===== src/rtl/irq_ctrl_pkg.sv =====
package irq_ctrl_pkg;

    localparam int SENSE_W = 3;

    typedef enum logic [SENSE_W-1:0] {
        SNS_RISE = 3'd0,
        SNS_FALL = 3'd1,
        SNS_BOTH = 3'd2,
        SNS_HIGH = 3'd3,
        SNS_LOW  = 3'd4
    } sense_e;

    typedef struct packed {
        logic hi;
        logic lo;
    } lvl_stack_t;

    localparam logic [7:0] VEC_HI_ADDR = 8'h08;
    localparam logic [7:0] VEC_LO_ADDR = 8'h18;

    function automatic logic trig_eval(input logic [SENSE_W-1:0] code,
                                       input logic cur, input logic prv);
        logic t;
        case (code)
            SNS_RISE: t = cur & ~prv;
            SNS_FALL: t = ~cur & prv;
            SNS_BOTH: t = cur ^ prv;
            SNS_HIGH: t = cur;
            SNS_LOW:  t = ~cur;
            default:  t = 1'b0;
        endcase
        return t;
    endfunction

endpackage


===== src/rtl/irq_sync.sv =====
module irq_sync #(
    parameter int W = 4
) (
    input  logic         clk,
    input  logic         rst,
    input  logic [W-1:0] raw,
    output logic [W-1:0] cur,
    output logic [W-1:0] prv
);
    logic [W-1:0] meta_q;
    logic [W-1:0] cur_q;
    logic [W-1:0] prv_q;

    always_ff @(posedge clk) begin
        if (rst) begin
            meta_q <= '0;
            cur_q  <= '0;
            prv_q  <= '0;
        end else begin
            meta_q <= raw;
            cur_q  <= meta_q;
            prv_q  <= cur_q;
        end
    end

    assign cur = cur_q;
    assign prv = prv_q;
endmodule


===== src/rtl/irq_detect.sv =====
module irq_detect
    import irq_ctrl_pkg::*;
#(
    parameter int NSRC = 4
) (
    input  logic                    clk,
    input  logic                    rst,
    input  logic [NSRC-1:0]         cur,
    input  logic [NSRC-1:0]         prv,
    input  logic [SENSE_W*NSRC-1:0] sense,
    input  logic [NSRC-1:0]         clr,
    output logic [NSRC-1:0]         flag
);
    logic [NSRC-1:0] trig;
    logic [NSRC-1:0] flag_q;

    for (genvar g = 0; g < NSRC; g++) begin : g_src
        always_comb trig[g] = trig_eval(sense[g*SENSE_W +: SENSE_W], cur[g], prv[g]);

        always_ff @(posedge clk) begin
            if (rst) flag_q[g] <= 1'b0;
            else     flag_q[g] <= (flag_q[g] & ~clr[g]) | trig[g];
        end

        // a trigger always leaves the flag set, even against a clear
        a_r8_set_wins: assert property (@(posedge clk) disable iff (rst)
            trig[g] |=> flag_q[g]);
        // clear without trigger empties the flag
        a_r8_clear: assert property (@(posedge clk) disable iff (rst)
            (clr[g] && !trig[g]) |=> !flag_q[g]);
    end

    assign flag = flag_q;
endmodule


===== src/rtl/irq_arb.sv =====
module irq_arb
    import irq_ctrl_pkg::*;
#(
    parameter int NSRC  = 4,
    parameter int VEC_W = 8,
    parameter int SRC_W = 2
) (
    input  logic [NSRC-1:0]  flag,
    input  logic [NSRC-1:0]  src_en,
    input  logic [NSRC-1:0]  src_hi,
    input  logic             glb_en,
    input  lvl_stack_t       act,
    output logic             req,
    output logic             req_is_hi,
    output logic [VEC_W-1:0] req_vec,
    output logic [SRC_W-1:0] req_src
);
    logic [NSRC-1:0] elig;
    logic [NSRC-1:0] cand_hi;
    logic [NSRC-1:0] cand_lo;
    logic [NSRC-1:0] pick;
    logic            go_hi;
    logic            go_lo;

    always_comb begin
        elig    = flag & src_en & {NSRC{glb_en}};
        cand_hi = elig & src_hi;
        cand_lo = elig & ~src_hi;
        go_hi   = (|cand_hi) & ~act.hi;
        go_lo   = (|cand_lo) & ~act.hi & ~act.lo;
        pick    = go_hi ? cand_hi : cand_lo;
        req_src = '0;
        for (int i = NSRC - 1; i >= 0; i--) begin
            if (pick[i]) req_src = SRC_W'(i);
        end
    end

    assign req       = go_hi | go_lo;
    assign req_is_hi = go_hi;
    assign req_vec   = go_hi ? VEC_W'(VEC_HI_ADDR) : VEC_W'(VEC_LO_ADDR);
endmodule


===== src/rtl/irq_nest.sv =====
module irq_nest
    import irq_ctrl_pkg::*;
(
    input  logic       clk,
    input  logic       rst,
    input  logic       take,
    input  logic       take_hi,
    input  logic       reti,
    output lvl_stack_t act
);
    lvl_stack_t stk_q;

    always_ff @(posedge clk) begin
        if (rst) begin
            stk_q <= '0;
        end else if (take) begin
            if (take_hi) stk_q.hi <= 1'b1;
            else         stk_q.lo <= 1'b1;
        end else if (reti) begin
            if (stk_q.hi) stk_q.hi <= 1'b0;
            else          stk_q.lo <= 1'b0;
        end
    end

    assign act = stk_q;

    // return pops only the top entry
    a_r9_pop_top: assert property (@(posedge clk) disable iff (rst)
        (reti && !take && stk_q.hi && stk_q.lo) |=> (stk_q.lo && !stk_q.hi));
    a_r9_pop_lo: assert property (@(posedge clk) disable iff (rst)
        (reti && !take && !stk_q.hi) |=> !stk_q.lo);
endmodule


===== src/rtl/irq_ctrl.sv =====
module irq_ctrl
    import irq_ctrl_pkg::*;
#(
    parameter int NSRC  = 4,
    parameter int VEC_W = 8,
    localparam int SRC_W = (NSRC > 1) ? $clog2(NSRC) : 1
) (
    input  logic                    clk,
    input  logic                    rst,
    input  logic [NSRC-1:0]         irq_in,
    input  logic [SENSE_W*NSRC-1:0] sense_cfg,
    input  logic [NSRC-1:0]         src_en,
    input  logic [NSRC-1:0]         src_hi,
    input  logic                    glb_en,
    input  logic [NSRC-1:0]         flag_clr,
    output logic [NSRC-1:0]         flag_q,
    output logic                    req,
    output logic [VEC_W-1:0]        req_vec,
    output logic [SRC_W-1:0]        req_src,
    input  logic                    ack,
    input  logic                    reti,
    output logic [1:0]              lvl_act
);
    logic [NSRC-1:0] s_cur;
    logic [NSRC-1:0] s_prv;
    logic [NSRC-1:0] flags;
    lvl_stack_t      act;
    logic            req_w;
    logic            req_hi_w;

    irq_sync #(.W(NSRC)) u_sync (
        .clk(clk), .rst(rst), .raw(irq_in), .cur(s_cur), .prv(s_prv)
    );

    irq_detect #(.NSRC(NSRC)) u_det (
        .clk(clk), .rst(rst), .cur(s_cur), .prv(s_prv),
        .sense(sense_cfg), .clr(flag_clr), .flag(flags)
    );

    irq_arb #(.NSRC(NSRC), .VEC_W(VEC_W), .SRC_W(SRC_W)) u_arb (
        .flag(flags), .src_en(src_en), .src_hi(src_hi), .glb_en(glb_en),
        .act(act), .req(req_w), .req_is_hi(req_hi_w),
        .req_vec(req_vec), .req_src(req_src)
    );

    irq_nest u_nest (
        .clk(clk), .rst(rst), .take(ack & req_w), .take_hi(req_hi_w),
        .reti(reti), .act(act)
    );

    assign flag_q  = flags;
    assign req     = req_w;
    assign lvl_act = {act.hi, act.lo};

    // global enable gates delivery
    a_r2_glb_gate: assert property (@(posedge clk) disable iff (rst)
        !glb_en |-> !req);
    // low level never delivered over an active high handler
    a_r5_no_lo_over_hi: assert property (@(posedge clk) disable iff (rst)
        act.hi |-> !req);
    // the reported source is pending and enabled
    a_r10_src_valid: assert property (@(posedge clk) disable iff (rst)
        req |-> (flags[req_src] && src_en[req_src]));
    // delivered vector agrees with the reported source's priority
    a_r4_vec_prio: assert property (@(posedge clk) disable iff (rst)
        req |-> (req_vec == (src_hi[req_src] ? VEC_W'(VEC_HI_ADDR) : VEC_W'(VEC_LO_ADDR))));
    // an accepted high acknowledge marks the high level active
    a_r9_push_hi: assert property (@(posedge clk) disable iff (rst)
        (ack && req && req_vec == VEC_W'(VEC_HI_ADDR)) |=> act.hi);
endmodule


===== config.mk =====
export PLATFORM = sky130hd
export DESIGN_NAME = irq_ctrl
export DESIGN_NICKNAME = d
export VERILOG_FILES = /design/src/rtl/irq_ctrl_pkg.sv /design/src/rtl/irq_sync.sv /design/src/rtl/irq_detect.sv /design/src/rtl/irq_arb.sv /design/src/rtl/irq_nest.sv /design/src/rtl/irq_ctrl.sv
export SDC_FILE = /design/constraint.sdc
export NUM_CORES = 1
export LEC_CHECK = 0
export CAP_MARGIN = 20
export CORE_UTILIZATION = 60
export DETAILED_ROUTE_END_ITERATION = 6
export DONT_BUFFER_PORTS = 1
export PLACE_DENSITY = 0.76
export SETUP_SLACK_MARGIN = 0.2
export SYNTH_ARGS = -nofsm -noshare
export SYNTH_HDL_FRONTEND = slang
export SYNTH_SLANG_ARGS = --single-unit
export TNS_END_PERCENT = 30

===== constraint.sdc =====
create_clock -name clk -period 2.5 [get_ports clk]
set_clock_uncertainty 0.05 [all_clocks]
set_input_delay 0.375 -clock clk [delete_from_list [all_inputs] [get_ports clk]]
set_output_delay 0.375 -clock clk [all_outputs]
set_load 0.1 [all_outputs]

Yosys cells after proc, flatten, opt, wreduce, memory -nomap -nowiden
Index checks and enable logic that the tools add are counted.
{ "op_classes": {"n_addsub": 0, "n_mul": 0, "div_mod_pow": 0, "n_lt_le_gt_ge": 0, "eq_ne": 19, "n_shift": 0, "mux": 15, "bitwise_logic": 44, "n_reduce_logical": 9} }
{ "op_table": {"columns": ["op", "count"], "rows": [
  ["$eq 3x2->1 const B", 8],
  ["$pmux 1 s5", 4],
  ["$and 1x1->1", 16],
  ["$and 4x4->4", 4],
  ["$not 1->1", 14],
  ["$eq 3x1->1 const B", 4],
  ["$eq 3x3->1 const B", 4],
  ["$logic_not 3->1", 4],
  ["$mux 2", 6],
  ["$reduce_or 4->1", 2],
  ["$mux 5", 1],
  ["$or 1x1->1", 5],
  ["$mux 4", 1],
  ["$ne 2x2->1 const B", 2],
  ["$not 4->4", 1],
  ["$xor 1x1->1", 4],
  ["$mux 1", 3],
  ["$reduce_and 3->1", 1],
  ["$ne 2x1->1 const B", 1],
  ["$reduce_and 2->1", 1],
  ["$reduce_bool 2->1", 1]
]} }
{ "word_totals": {"register_bits": 18, "latch_bits": 0, "ram_bits": 0, "rom_bits": 0, "inputBits": 33, "out_inout_bits": 17, "word_cells": 96, "n_memories": 0} }

Depth between registers and ports, before layout
Gate-level depths: netlist of run 1.
{ "logic_depth": {"word_depth": 10, "ltp_mapped": 6, "ltp_nobuf": 6} }

Modules after synthesis
From an unflattened synthesis of run 1, not the netlist that was laid out.
{ "hier_totals": {"hier_cells": 129, "hier_area_um2": 1232.4} }
{ "by_module_without_submodules": {"columns": ["module", "n_inst", "cells_each", "area_each_um2"], "rows": [
  ["irq_detect", 1, 53, 471.7],
  ["irq_sync", 1, 25, 366.6],
  ["irq_arb", 1, 39, 286.5],
  ["irq_nest", 1, 11, 101.3],
  ["irq_ctrl", 1, 1, 6.3]
]} }

Least setup slack after synthesis of run 1
Ideal clock, no wire load.
{ "synth_timing": {"path_kind": "flip-flop to output port", "from": "register u_det.flag_q[1] (netlist: u_det.flag[1])", "to": "output port req_src[0]", "arrival_time_ns": 2.936, "required_time_ns": 2.075, "slack_ns": -0.861, "stages_incl_launch_ff": 6, "path_buffers": 0, "cell_sequence": "dfxtp_1 -> nand4_4 -> a31oi_1 -> o22a_1 -> a21oi_1 -> nor2_1"} }
{ "synth_between": {"elab_chain_len": 10, "elab_cells_between_ends": 11, "classes_between": "5 x mux; 5 x bitwise; 1 x reduce/logical"} }
{ "synth_lines": {"columns": ["element", "line", "rtl"], "rows": [
  ["start, declared", "irq_detect.sv:15", "logic [NSRC-1:0] flag_q;"],
  ["start signal, assigned by index", "irq_detect.sv:22", "else flag_q[g] <= (flag_q[g] & ~clr[g]) | trig[g];"],
  ["$and 4x4->4 * (2 in series)", "irq_arb.sv:26", "elig = flag & src_en & {NSRC{glb_en}};"],
  ["$and 4x4->4", "irq_arb.sv:27", "cand_hi = elig & src_hi;"],
  ["$reduce_or 4->1", "irq_arb.sv:29", "go_hi = (|cand_hi) & ~act.hi;"],
  ["$and 1x1->1", "irq_arb.sv:29", null],
  ["$mux 4 *", "irq_arb.sv:31", "pick = go_hi ? cand_hi : cand_lo;"],
  ["$mux 2 (3 in series)", "irq_arb.sv:34", "if (pick[i]) req_src = SRC_W'(i);"],
  ["$mux 2 *", "irq_arb.sv:34", null],
  ["end, declared", "irq_ctrl.sv:19", "output logic [SRC_W-1:0] req_src,"]
]} }
Every way passes the cells marked *; elsewhere a longest branch is shown, timed or not.

Worst setup path after layout of run 1
{ "layout_timing": {"from": "register u_nest.stk_q, in the netlist u_nest.act[1]", "to": "output port req_src[0]"} }
{ "layout_between": {"elab_chain_len": 7} }
{ "layout_lines": {"columns": ["element", "line", "rtl"], "rows": [
  ["start, declared", "irq_nest.sv:11", "lvl_stack_t stk_q;"],
  ["$not 1->1 *", "irq_arb.sv:29", null],
  ["$and 1x1->1 *", "irq_arb.sv:29", null],
  ["$mux 4 *", "irq_arb.sv:31", null],
  ["$mux 2 (3 in series)", "irq_arb.sv:34", null],
  ["$mux 2 *", "irq_arb.sv:34", null]
]} }
Marks and branches as above.

==> results.txt, run 1 <==
- Met1 wire length: 758 um
- Among all flip-flop cells after synthesis, the most frequent one is sky130_fd_sc_hd__dfxtp_1.
- Entering global routing, the biggest net connects 19 pins.
* First-pass GRT wire length: 3.353 mm
- Gate count after technology mapping: 120
- CP Class: reg -> out
- Number of top-level pins: 50
* Vias in the first global route: 862
- In this run the worst hold path is classified as in -> reg.
- Final core occ: approximately 73%
- Yosys mapped a number of flops with a built-in enable equal to 0.
- The clock drives 18 sinks.
- Final Cycle Share: about nine tenths
* Count of synthesis-stage warnings from yosys: 0
- Depth of the worst register-to-register path: 6
- Via total after detailed routing: 869
* Vias per cell: 5.643
- At the end of routability-driven placement, the weighted congestion stood at 0.7221.
- Clock edge transition at the registers on the reported setup and hold paths: 100 ps
- The worst setup path is captured at an output port.
- Number of max-slew violations in the final report: 0
- Fin Setup TNS: 0 ps
- DIE AREA: 0.002143 mm2
- The worst setup path is launched from a flip-flop.
- Power comes to 704.2 uW.
* Clock buffers created by TritonCTS: 3
* Avg Inst Size Synth: about 9.8 um2
- Root Buffer: sky130_fd_sc_hd__clkbuf_4
- Met3 Wirelength: 147 um
- Die Height: 46.30 um
* Result of the run: finished, final reports clean
* # DRC: 0
* Core area: 0.001783 mm2
- Antenna violations before repair: 0
- Amount of wire on met2 after detailed routing: 1.127 mm
- Highest clock rate: 454.3 MHz
* Insertion delay of the later-clocked pin in the worst-skew pair: roughly 290 ps
* Average routed wire per standard cell: 13.38 um
- Final-report hold violation count: 0
* Placed standard-cell area: approximately 0.0013 mm2
- Router iterations before antenna repair: 4
* Residual overflow from global routing: 0
- Fraction of registers with async set/reset: 0%
- Quantity of I/O buffers inserted on ports: 0
- Ant. Diodes: 0
- The routed design has just over 2 mm of wire.
- In this run the cell area of the synthesized design comes to 0.001177 mm2.
* Antenna-violating nets left: 0
- Along the worst hold path, the cell count comes to 1.
- After clock tree synthesis, the repair step resized 0 gates.
- At the worst endpoint, the required time is approximately 2100 ps.
- Along the worst path, the maximum fanout reaches 10.
- TritonCTS built the clock tree.
- In this run the core area contains 15 standard-cell rows.
- Lkg Pwr: roughly 0.00053 uW
* Count of endpoints failing setup in the final report: 0
- Count of nets after finishing: 171
- Top routing layer in use: met4
- Setup repair after global routing missed its margin: false
- The area growth from synthesis to layout is 10.41%.
* Number of hold buffers added after cts: 0
- The die is ~46 um wide.
- Across all hold checks on the routed design, the worst slack comes to 82.50 ps.
- The detailed router finished its first iteration with 3 violations.
- Sequential fraction of the synthesis area: 30.61%
- The post-route netlist has roughly 29% of its cells at a drive strength greater than 1.
* Number of levels the H-tree was split into: 1
* Starting density of the core: about two thirds
- Synthesis inferred 18 register bits.
- In this run, distinct cell masters in the synthesized netlist total 30.
* Worst IR Drop VDD: between 0.4 and 0.5 mV
- The tool flagged a number of max-cap violations equal to 0.
* Tot GR Track Use: between 20 and 25%
- Power per Cell Area: 541.7 mW/mm2
- At the worst endpoint, the arrival time is 1780 ps.
- The smallest clock period supported by the final layout is computed as 2201 ps.
- Max clock buf depth: 2
- HPWL after detailed placement: around 1.7 mm
- Post-Layout Inst Area: 0.001300 mm2
==> routing by layer <==
metal,up-vias,track usage (%)
met4,0,8.824
met2,38,42.25
met5,-,0
li1,429,-
met1,398,22.89
met3,4,5.490
==> final cells by class <==
type	instances	area (um2)
multi-input cells	84	732.0
fillers	140	483.0
flip-flops and latches	18	379.1
repair buffers	10	72.57
inverters	13	48.80
clock buffers	4	36.28
well taps	25	31.28
==> path summary, 6_finish.rpt <==
path | startpoint | endpoint | slack [ps]
min reg2reg | u_sync.meta_q[3] | u_sync.cur[3] | 400
min | rst | u_det.flag[1] | 80
max reg2reg | u_sync.cur[2] | u_det.flag[2] | 840
max | u_nest.act[1] | req_src[0] | 300
==> kinds of logic (layout without fill, tap and decap cells) <==
| group | after synthesis | in the layout | synth area share (%) |
|---|---|---|---|
| flip-flops | 18 | 18 | 30.61 |
| adder cells (fa/ha/maj) | 8 | 8 | 8.502 |
| AO/OA/AOI/OAI | 25 | 25 | 13.07 |
| buffers and inverters | 23 | 27 | 11.37 |
| multiplexers | 5 | 5 | 8.927 |
| other | 2 | 7 | 0.6379 |
| AND/OR/NAND/NOR | 39 | 39 | 26.89 |
==> per-stage QoR <==
step / setup WS, ps / cells
finish: 298.9 / 154
global route: 203.8 / 154
CTS: 256.3 / 153
detailed placement: 584.2 / 149
global placement: 621.4 / 149
floorplan: 185.3 / 125
==> worst max-delay path, cell delays in order, from the launching register on <==
cell and delay [ps]:
sky130_fd_sc_hd__dfxtp_4 610, sky130_fd_sc_hd__a31oi_1 80, sky130_fd_sc_hd__o22ai_1 290, sky130_fd_sc_hd__a21oi_1 130, sky130_fd_sc_hd__nor2_4 90, sky130_fd_sc_hd__buf_4 280
==> flip-flops by register name (all words and copies together), names as in the netlist <==
signal,count
u_det.flag,4
u_sync.cur,4
u_sync.meta_q,4
u_sync.prv,4
u_nest.act,2
==> Yosys cell counts, types with 5 or more instances <==
master	n	area share, %
sky130_fd_sc_hd__nor2b_1	11	5.8
sky130_fd_sc_hd__ha_1	8	8.5
sky130_fd_sc_hd__nand4_4	5	9.0
sky130_fd_sc_hd__inv_1	13	4.1
sky130_fd_sc_hd__dfxtp_1	18	31
sky130_fd_sc_hd__buf_4	8	5.1
sky130_fd_sc_hd__a21oi_1	8	3.4
sky130_fd_sc_hd__nor2_1	7	2.2
==> power by group <==
group | internal (uW) | total [uW] | switching [uW]
Sequential | 300 | 316 | 16.0
Combinational | 54.1 | 214 | 160
Clock | 88.7 | 175 | 86.1
==> cells in the final DEF, fill, tap and decap left out, types with 5 or more instances in the layout <==
cell type	n
sky130_fd_sc_hd__a21oi_1	8
sky130_fd_sc_hd__buf_4	9
sky130_fd_sc_hd__conb_1	7
sky130_fd_sc_hd__dfxtp_1	13
sky130_fd_sc_hd__dfxtp_4	5
sky130_fd_sc_hd__ha_1	8
sky130_fd_sc_hd__inv_1	13
sky130_fd_sc_hd__nand4_4	5
sky130_fd_sc_hd__nor2_1	5
sky130_fd_sc_hd__nor2b_1	10
==> what timing repair did <==
action / 4_1_cts / 5_1_grt
setup endpoints to repair: 0 / 2
endpoints found under the hold margin: 0 / 0
buffers inserted: 0 / 1
No activity file was read; power rests on OpenSTA's default activity.
==> run 2: changes to the inputs <==
--- a/config.mk
+++ b/config.mk
@@ -5,10 +5,12 @@
 export SDC_FILE = /design/constraint.sdc
 export NUM_CORES = 1
 export LEC_CHECK = 0
+export ABC_AREA = 1
 export CAP_MARGIN = 20
 export CORE_UTILIZATION = 60
 export DETAILED_ROUTE_END_ITERATION = 6
 export DONT_BUFFER_PORTS = 1
+export GPL_ROUTABILITY_DRIVEN = 0
 export PLACE_DENSITY = 0.76
 export SETUP_SLACK_MARGIN = 0.2
 export SYNTH_ARGS = -nofsm -noshare
==> results.txt, run 2 <==
- The flow ran to the end, and the final reports show no timing, DRC or antenna violations.
* Power per Cell Area: 527.0 mW/mm2
- In the routed layout, each cell is associated on average with a via count of around 5.2.
- Counting flops with an async set or reset pin after synthesis yields a share of 0%.
- In this run the register-to-register setup slack is 560 ps.
* Number of top-level pins: 50
* DR iter-0 viols: 18
- Cells with a size suffix above 1 make up 25.71% of the layout.
* Post-Place Setup Slack: 496.3 ps
* Count of endpoints failing setup in the final report: 0
- Starting density of the core: 65.61%
- Commonest non-fill, non-tap cell in the layout: sky130_fd_sc_hd__inv_1
- Count of synthesis-stage warnings from yosys: 0
* Post-synth top area share: 30.80%
- Die W: 46.16 um
- Most common cell in the synthesized netlist: sky130_fd_sc_hd__inv_1
- Cell with the largest stage delay on the worst path: sky130_fd_sc_hd__dfxtp_4
* Total buffers and inverters traversed by the critical path: 2
- DIE AREA: between 0.002 and 0.0025 mm2
- Input and output buffers added on the ports amount to 0.
- Top routing layer in use: met4
- Worst hold slack after final layout: around 83 ps
- Core area: about 0.0018 mm2
* Average routed wire per standard cell: 11.96 um
* Sequential fraction of the synthesis area: 30.80%
- Highest net fanout along the worst path: 4
* TritonCTS clock tree: yes
- Kind of cell adding the most delay to the critical path: simple AND/OR/NAND/NOR gates
* Number of levels the H-tree was split into: 1
* Lkg Pwr: 0.0006456 uW
* Antenna-violating nets left: 0
* Vias in the first global route: around 900
* Ant. Diodes: 0
- Tot GR Track Use: 22.04%
- Entering global routing, the biggest net connects 19 pins.
- In the layout the commonest cells are 33 x sky130_fd_sc_hd__inv_1, 21 x sky130_fd_sc_hd__nor2_1, 13 x sky130_fd_sc_hd__dfxtp_1.
- Final wirelength: 2.391 mm
- Per report_power, the clock group accounts for approximately a quarter of the total.
* Setup repair after global routing missed its margin: true
- The first detailed-routing pass ran for 5 iterations.
- The synthesized design contains 0 enable-type register cells.
* Clock buffers created by TritonCTS: 3
* Die Height: 46.16 um
- Critical Path Source Type: flip-flop
* Transition time at the pin with the least slew margin: 540.3 ps
- In this design, the critical path's most frequently occurring cell is sky130_fd_sc_hd__nor2_4.
* Layout overhead on the synthesized area: 17.97%
- For this block, wires on met1 add up to 962 um.
- Counting instances in the post-synthesis netlist gives the leading cell types as 33 x sky130_fd_sc_hd__inv_1, 22 x sky130_fd_sc_hd__nor2_1, 18 x sky130_fd_sc_hd__dfxtp_1, 16 x sky130_fd_sc_hd__nand2_1, 9 x sky130_fd_sc_hd__nand4_1.
- Clock latency on the worst-skew pair, taken at its later pin, is 290 ps.
- Summing every instance area after synthesis gives 0.001170 mm2.
- Count of state elements after synthesis: 18
- Amount of wire on met2 after detailed routing: 1.258 mm
* Via total after detailed routing: 1047
* # DRC: 0
- Of the total power, combinational logic draws about a third.
- After the last flow step, the layout net total stands at 217.
- Worst IR Drop VDD: between 0.4 and 0.5 mV
- Of the total power, the share spent switching nets is roughly two fifths.
* First-pass GRT wire length: around 3.4 mm
- Number of hold buffers added after cts: 0
* WP data arrival: 1820 ps
- On the worst path, the slowest cell contributes a delay of 360 ps.
- Max-cap violations in this run came to 0.
- In this run the core area contains 15 standard-cell rows.
* Final-report hold violation count: 0
- Max clock buf depth: 2
- In this run the mean area of a mapped cell was 7.090 um2.
* Gate count after technology mapping: 165
- Net Sw Power: ~280 uW
- Largest area contributor in the netlist: sky130_fd_sc_hd__dfxtp_1
- The share of total power dissipated in sequential elements is 42.1%.
- Clock-pin slew was measured on the worst setup and hold paths at roughly 100 ps.
- Fin Setup TNS: 0 ps
- The worst pin sits at a relative slew slack of 63.85%.
* P_int: 443.6 uW
- Met3 Wirelength: between 150 and 200 um
- Clock tree synthesis selected as its root buffer the cell sky130_fd_sc_hd__clkbuf_4.
- Sort of element at the end of the critical path: output port
* TritonCTS sink count: 18
- Clock period minus worst slack: 2243 ps
* CP Class: reg -> out
- Residual overflow from global routing: 0
* Flip-flop cell with the highest count after synthesis: sky130_fd_sc_hd__dfxtp_1
- Setup slack of the critical path after layout: 257.2 ps
* Required time worst endpoint: about 2100 ps
- Top post-synthesis cells by area: sky130_fd_sc_hd__dfxtp_1 31%, sky130_fd_sc_hd__inv_1 11%, sky130_fd_sc_hd__ha_1 8.6%, sky130_fd_sc_hd__nor2_1 7.1%, sky130_fd_sc_hd__nand2_1 5.1%
* Number of max-slew violations in the final report: 0
- Highest clock rate: around 450 MHz
* Count of different cell masters after synthesis: 25
- The critical path goes through nand3_2, nor2_4, nor2_4, nand2_4, buf_4, nand2_4, o21ai_4, nand2_1, nor2_4, buf_12.
* Final Cycle Share: between 80% and 90%
* Class of the tightest hold or removal check: in -> reg
* HPWL after detailed placement: 1.802 mm
* Antenna violations before repair: 0
-- run 2: cell count changes after synthesis, sizes merged, moves of 6 or more --
cell   delta
inv      +24
nor2     +20
nand2    +18
nor2b    -11
o21ai     +6
-- run 2: cells by family (layout without fill, tap and decap cells) --
group,Yosys count,count (layout),synth area share [%]
and+or+nand+nor,61,62,27.27
buffers and inverters,47,51,17.97
AOI/OAI and AO/OA,29,29,14.76
DFF,18,18,30.80
adders and majority gates,8,8,8.556
other,2,7,0.6420
-- run 2: worst paths after layout --
kind | from | to | cells past startpoint
min | rst | u_det.flag[0] | 1
max reg2reg | u_det.flag[1] | u_nest.act[1] | 7
max | u_det.flag[0] | req_src[1] | 10
min reg2reg | u_sync.meta_q[3] | u_sync.cur[3] | 2
-- run 2: per-layer routing --
layer	track usage, %	vias to the layer above
met5	0	-
met4	5.294	0
li1	-	522
met1	23.87	479
met3	5.098	2
met2	42.25	44
-- run 2: final cells by class --
class                   instances  area (um2)
clock buffers                   4       36.28
repair buffers                 10       100.1
inverters                      37       141.4
multi-input cells             106       691.9
well taps                      25       31.28
flip-flops and latches         18       379.1
fillers                       142       402.9
-- run 2: what timing repair did --
action                                 CTS  global route
setup endpoints to repair                0             2
endpoints found under the hold margin    0             0
setup buffers                            0             3
resized for setup                        0             9
-- run 2: through the flow --
| step | utilization, % | cells | area [um2] | power (uW) |
|---|---|---|---|---|
| final | 77.40 | 200 | 1380 | 727.3 |
| after global routing | 77.40 | 200 | 1380 | 758.1 |
| after CTS | 73.61 | 196 | 1313 | 719.4 |
| after detailed placement | 71.58 | 192 | 1276 | 544.7 |
| after global placement | 71.58 | 192 | 1276 | 539.4 |
| after floorplan | - | 170 | 1239 | 524.6 |
-- run 2: power by group through the flow --
stage / clock network (uW) / logic [uW] / registers, uW
floorplan: 0 / 171 / 354
CTS: 181 / 232 / 306
global placement: 0 / 227 / 312
finish: 178 / 243 / 306
detailed placement: 0 / 232 / 313
global route: 194 / 257 / 308
